[config.mk]
export PLATFORM = sky130hd
export DESIGN_NAME = ghp_predictor
export DESIGN_NICKNAME = d
export VERILOG_FILES = /design/src/rtl/ghp_pkg.sv /design/src/rtl/ghp_rst_sync.sv /design/src/rtl/ghp_history.sv /design/src/rtl/ghp_index.sv /design/src/rtl/ghp_table.sv /design/src/rtl/ghp_predictor.sv
export SDC_FILE = /design/constraint.sdc
export NUM_CORES = 2
export LEC_CHECK = 0
export ABC_AREA = 1
export BUFFER_PORTS_ARGS = -buffer_cell sky130_fd_sc_hd__clkbuf_2
export CORE_MARGIN = 2
export CORE_UTILIZATION = 26
export DETAILED_ROUTE_END_ITERATION = 8
export GPL_TIMING_DRIVEN = 0
export SYNTH_ARGS = -nofsm -noshare
export SYNTH_HDL_FRONTEND = slang
export SYNTH_HIERARCHICAL = 1
export SYNTH_SLANG_ARGS = --single-unit
[constraint.sdc]
create_clock -name clk -period 27.6 [get_ports clk]
set_clock_uncertainty 0.1 [all_clocks]
set_input_delay 2.76 -clock clk [delete_from_list [all_inputs] [get_ports clk]]
set_output_delay 2.76 -clock clk [all_outputs]
set_load 0.02 [all_outputs]
[src/rtl/ghp_pkg.sv]
package ghp_pkg;

  typedef enum logic [1:0] {
    CTR_SNT = 2'b00,
    CTR_WNT = 2'b01,
    CTR_WT  = 2'b10,
    CTR_ST  = 2'b11
  } ctr_t;

  typedef enum logic {
    IDX_CONCAT = 1'b0,
    IDX_XOR    = 1'b1
  } idx_mode_e;

  // one saturating step of a direction counter
  function automatic ctr_t ctr_step(input ctr_t cur, input logic taken);
    ctr_t nxt;
    case (cur)
      CTR_SNT: nxt = taken ? CTR_WNT : CTR_SNT;
      CTR_WNT: nxt = taken ? CTR_WT  : CTR_SNT;
      CTR_WT:  nxt = taken ? CTR_ST  : CTR_WNT;
      default: nxt = taken ? CTR_ST  : CTR_WT;
    endcase
    return nxt;
  endfunction

  function automatic logic ctr_dir(input ctr_t cur);
    return cur[1];
  endfunction

endpackage

[src/rtl/ghp_rst_sync.sv]
module ghp_rst_sync (
  input  logic clk,
  input  logic rst_n,
  output logic srst_n
);

  logic [1:0] sync_q;

  always_ff @(posedge clk or negedge rst_n) begin
    if (!rst_n) sync_q <= 2'b00;
    else        sync_q <= {sync_q[0], 1'b1};
  end

  assign srst_n = sync_q[1];

endmodule

[src/rtl/ghp_history.sv]
module ghp_history #(
  parameter int unsigned HIST_W = 4
) (
  input  logic              clk,
  input  logic              srst_n,
  input  logic              shift_en,
  input  logic              shift_bit,
  output logic [HIST_W-1:0] hist_q
);

  logic [HIST_W-1:0] hist_d;

  generate
    if (HIST_W == 1) begin : g_one
      always_comb hist_d = shift_bit;
    end else begin : g_many
      always_comb hist_d = {hist_q[HIST_W-2:0], shift_bit};
    end
  endgenerate

  always_ff @(posedge clk or negedge srst_n) begin
    if (!srst_n)       hist_q <= '0;
    else if (shift_en) hist_q <= hist_d;
  end

endmodule

[src/rtl/ghp_index.sv]
module ghp_index #(
  parameter int unsigned       PC_W   = 32,
  parameter int unsigned       HIST_W = 4,
  parameter int unsigned       IDX_W  = 8,
  parameter int unsigned       PC_LSB = 2,
  parameter ghp_pkg::idx_mode_e MODE  = ghp_pkg::IDX_XOR
) (
  input  logic [PC_W-1:0]   pc,
  input  logic [HIST_W-1:0] hist,
  output logic [IDX_W-1:0]  idx
);

  localparam int unsigned PAD_W = IDX_W - HIST_W;

  generate
    if (MODE == ghp_pkg::IDX_CONCAT) begin : g_cat
      assign idx = {hist, pc[PC_LSB +: PAD_W]};
      logic unused_pc;
      assign unused_pc = ^{pc};
    end else begin : g_xor
      assign idx = pc[PC_LSB +: IDX_W] ^ {{PAD_W{1'b0}}, hist};
      logic unused_pc;
      assign unused_pc = ^{pc};
    end
  endgenerate

endmodule

[src/rtl/ghp_table.sv]
module ghp_table #(
  parameter int unsigned IDX_W = 8,
  localparam int unsigned DEPTH = 1 << IDX_W
) (
  input  logic                 clk,
  input  logic                 srst_n,
  input  logic [IDX_W-1:0]     rd_idx,
  output ghp_pkg::ctr_t        rd_ctr,
  input  logic                 wr_en,
  input  logic [IDX_W-1:0]     wr_idx,
  input  logic                 wr_taken,
  output logic [2*DEPTH-1:0]   ctr_flat
);

  import ghp_pkg::*;

  generate
    for (genvar e = 0; e < DEPTH; e++) begin : g_ent
      ctr_t q;
      ctr_t d;
      logic hit;

      always_comb begin
        hit = wr_en && (wr_idx == IDX_W'(e));
        d   = hit ? ctr_step(q, wr_taken) : q;
      end

      always_ff @(posedge clk or negedge srst_n) begin
        if (!srst_n)  q <= CTR_WNT;
        else if (hit) q <= d;
      end

      assign ctr_flat[2*e +: 2] = q;
    end
  endgenerate

  always_comb rd_ctr = ctr_t'(ctr_flat[{rd_idx, 1'b0} +: 2]);

endmodule

[src/rtl/ghp_predictor.sv]
module ghp_predictor #(
  parameter int unsigned        PC_W   = 32,
  parameter int unsigned        HIST_W = 4,
  parameter int unsigned        IDX_W  = 8,
  parameter int unsigned        PC_LSB = 2,
  parameter ghp_pkg::idx_mode_e MODE   = ghp_pkg::IDX_XOR
) (
  input  logic            clk,
  input  logic            rst_n,
  input  logic [PC_W-1:0] pred_pc,
  output logic            pred_taken,
  input  logic            upd_valid,
  input  logic [PC_W-1:0] upd_pc,
  input  logic            upd_taken
);

  import ghp_pkg::*;

  localparam int unsigned DEPTH = 1 << IDX_W;

  logic               srst_n;
  logic [HIST_W-1:0]  hist_q;
  logic [IDX_W-1:0]   pred_idx;
  logic [IDX_W-1:0]   upd_idx;
  ctr_t               rd_ctr;
  logic [2*DEPTH-1:0] ctr_flat;

  ghp_rst_sync u_rst (
    .clk    (clk),
    .rst_n  (rst_n),
    .srst_n (srst_n)
  );

  ghp_history #(.HIST_W(HIST_W)) u_hist (
    .clk       (clk),
    .srst_n    (srst_n),
    .shift_en  (upd_valid),
    .shift_bit (upd_taken),
    .hist_q    (hist_q)
  );

  ghp_index #(.PC_W(PC_W), .HIST_W(HIST_W), .IDX_W(IDX_W), .PC_LSB(PC_LSB), .MODE(MODE)) u_pidx (
    .pc   (pred_pc),
    .hist (hist_q),
    .idx  (pred_idx)
  );

  // update index uses the history before this update shifts it
  ghp_index #(.PC_W(PC_W), .HIST_W(HIST_W), .IDX_W(IDX_W), .PC_LSB(PC_LSB), .MODE(MODE)) u_uidx (
    .pc   (upd_pc),
    .hist (hist_q),
    .idx  (upd_idx)
  );

  ghp_table #(.IDX_W(IDX_W)) u_tab (
    .clk      (clk),
    .srst_n   (srst_n),
    .rd_idx   (pred_idx),
    .rd_ctr   (rd_ctr),
    .wr_en    (upd_valid),
    .wr_idx   (upd_idx),
    .wr_taken (upd_taken),
    .ctr_flat (ctr_flat)
  );

  assign pred_taken = ctr_dir(rd_ctr);

endmodule

==> flow_metrics.tcl <==
set metrics [dict create \
    die_x_um 336.0 \
    grt_pass1_vias 25620 \
    rr_startpoint "u_hist/hist_q[1]$_DFFE_PN0P_" \
    powerDensity_nw_per_um2 60.26 \
    cts_root_buf "clkbuf_16" \
    crit_chain "clkbuf_2 -> inv_1 -> nand2_1 -> nand2_1 -> buf_2 -> clkbuf_1 -> nand3_1 -> nand3_1 -> nand3_1 -> nand3_1 -> nand2_1 -> nand2_1 -> nand3_1 -> nand3_1 -> nand2_1 -> clkbuf_2" \
    crit_path_start_kind "input port" \
    cts_resized 0 \
    antenna_found_initial 3 \
    syn_area_per_cell_um2 7.261 \
    syn_area_um2 28650 \
    vias 28520 \
    syn_inst 3946 \
    pre_cts_slack_ps 19650 \
    max-cap-violations 0 \
    vias_per_cell 5.196 \
    clock_sinks 518 \
    path_max_fanout 10 \
    worst_pin_slew_ps 1176 \
    core_area_um2 109000 \
    grt_max_degree 72 \
    post-route-min-period_ps 8119 \
    die_y_um 336.0 \
    min_from "u_rst/sync_q[0]$_DFF_PN0_" \
    fin_ws_ps 19480 \
    n_antenna_cell 0 \
    vdd_drop_max_mv 0.04292 \
    maxSlewViolCount 0 \
    area_delta_synth_final_pct 13.77 \
    timing.final.crit_share_pct 29.41 \
    r2r_end "u_tab/g_ent[147].q[1]$_DFFE_PN0P_" \
    critPathMaxStageDelay_ps 490 \
    dieArea_um2 112900 \
    grt_pass1_wl_um 170500 \
    initialDrtViolationCount 3534 \
    worstRegToRegCells 10 \
    ant_nets 0 \
    rows 121 \
    drc 0 \
    clockBufferDepth 3 \
    num-nets-final 4093 \
    critPathKind "in -> out" \
    htree_num_levels 2 \
    hold_end "u_rst/sync_q[1]$_DFF_PN0_" \
    port_buffers 12 \
    status "complete, no violations" \
    firstDrtPassIters 6 \
    post-route-util_pct 29.90 \
    ios 69 \
    hold_buffers 0 \
    finalSetupTns_ps 0 \
    path_buf_inv 5 \
    fin_hold_ws_ps 249.8 \
    fmax_mhz 123.2 \
    arrival_ps 5260 \
    drt_wl_total_um 117200 \
    endpoint_kind "output port" \
    drive_gt1_share_pct 13.16 \
    cpMostUsedCell "nand3_1" \
    synth_warnings 6 \
    cp_top_family "simple AND/OR/NAND/NOR gates" \
    worstPathRequired_ps 24740 \
    finalHoldViolCount 0 \
    overflow 0 \
    clk_transition_reported_paths_ps 60 \
    leakage_nw 12.95 \
    slew_headroom_pct 21.34 \
    track_usage_pct 20.45 \
    place_congestion 1.059 \
    syn_nets 4014 \
    holdCritPathClass "reg -> reg" \
    cts_tree "done" \
    initial_core_util_pct 26.28 \
    cts_setup_buffers 0 \
    crit_start "pred_pc[3]" \
    dp_hpwl_um 87080 \
    timing.reg2reg.setup_slack_ps 24040 \
    whs_path_depth 0 \
    rsz0062_at_grt "false" \
    crit_slowest_cell "clkbuf_1" \
    finalSetupViolCount 0 \
    cts_buffers 57 \
    worst_skew_pair.late_latency_ps 630 \
    p_total_mw 1.964 \
    wl_per_cell_um 21.36 \
]
-- cell type report --
type | instances | area [um^2]
Fill cell | 11650 | 76410
Sequential cell | 518 | 13290
Multi-Input combinational cell | 2954 | 13290
Tap cell | 1414 | 1769
Clock buffer | 85 | 1644
Buffer | 211 | 1091
Inverter | 263 | 989.7
Timing Repair Buffer | 20 | 280.3
Clock inverter | 23 | 249.0
-- how the worst max path moves through the flow --
| stage | to | slack (ps) | cells after the start |
|---|---|---|---|
| after floorplan | u_hist/hist_q[0]$_DFFE_PN0P_ | 12440 | 0 |
| final | pred_taken | 19480 | 16 |
| after global routing | pred_taken | 19430 | 16 |
| after global placement | u_tab/g_ent[181].q[1]$_DFFE_PN0P_ | 5440 | 0 |
| after detailed placement | pred_taken | 19650 | 16 |
| after CTS | pred_taken | 19650 | 16 |
-- per-layer routing --
layer	track usage (%)	up-vias	part of all wire, %
li1	-	13250	-
met1	28.39	13850	44
met2	30.87	1185	43
met3	4.100	231	8.9
met4	8.568	4	4.6
met5	0	-	0.020
-- sequential cells by signal, indices dropped and copies added, names as in the netlist --
name           flops
u_tab/g_ent.q    512
u_rst/sync_q       2
u_hist/hist_q      4
-- layout by cell type, fill, tap and decap left out, drive strengths merged --
cell and count:
a21oi 179, a32o 19, buf 140, bufinv 5, clkbuf 176, clkinv 16, clkinvlp 2, conb 1
dfrtp 262, dfstp 256, inv 263, maj3 6, nand2 1040, nand3 238, nor2 431, nor3 21
o21ai 999, o22ai 19, o31ai 1
-- power breakdown --
group	leakage (nW)	internal, mW	switching, mW
combinational	5.81	0.0836	0.208
clock	0.934	0.458	0.330
sequential	6.20	0.833	0.0512
-- per-stage QoR --
step / cells / area [um^2]
after floorplan: 3946 / 28650
after global placement: 5372 / 30480
after detailed placement: 5380 / 30700
after CTS: 5488 / 32600
after global routing: 5488 / 32600
final: 5488 / 32600
No activity file was read; power rests on OpenSTA's default activity.
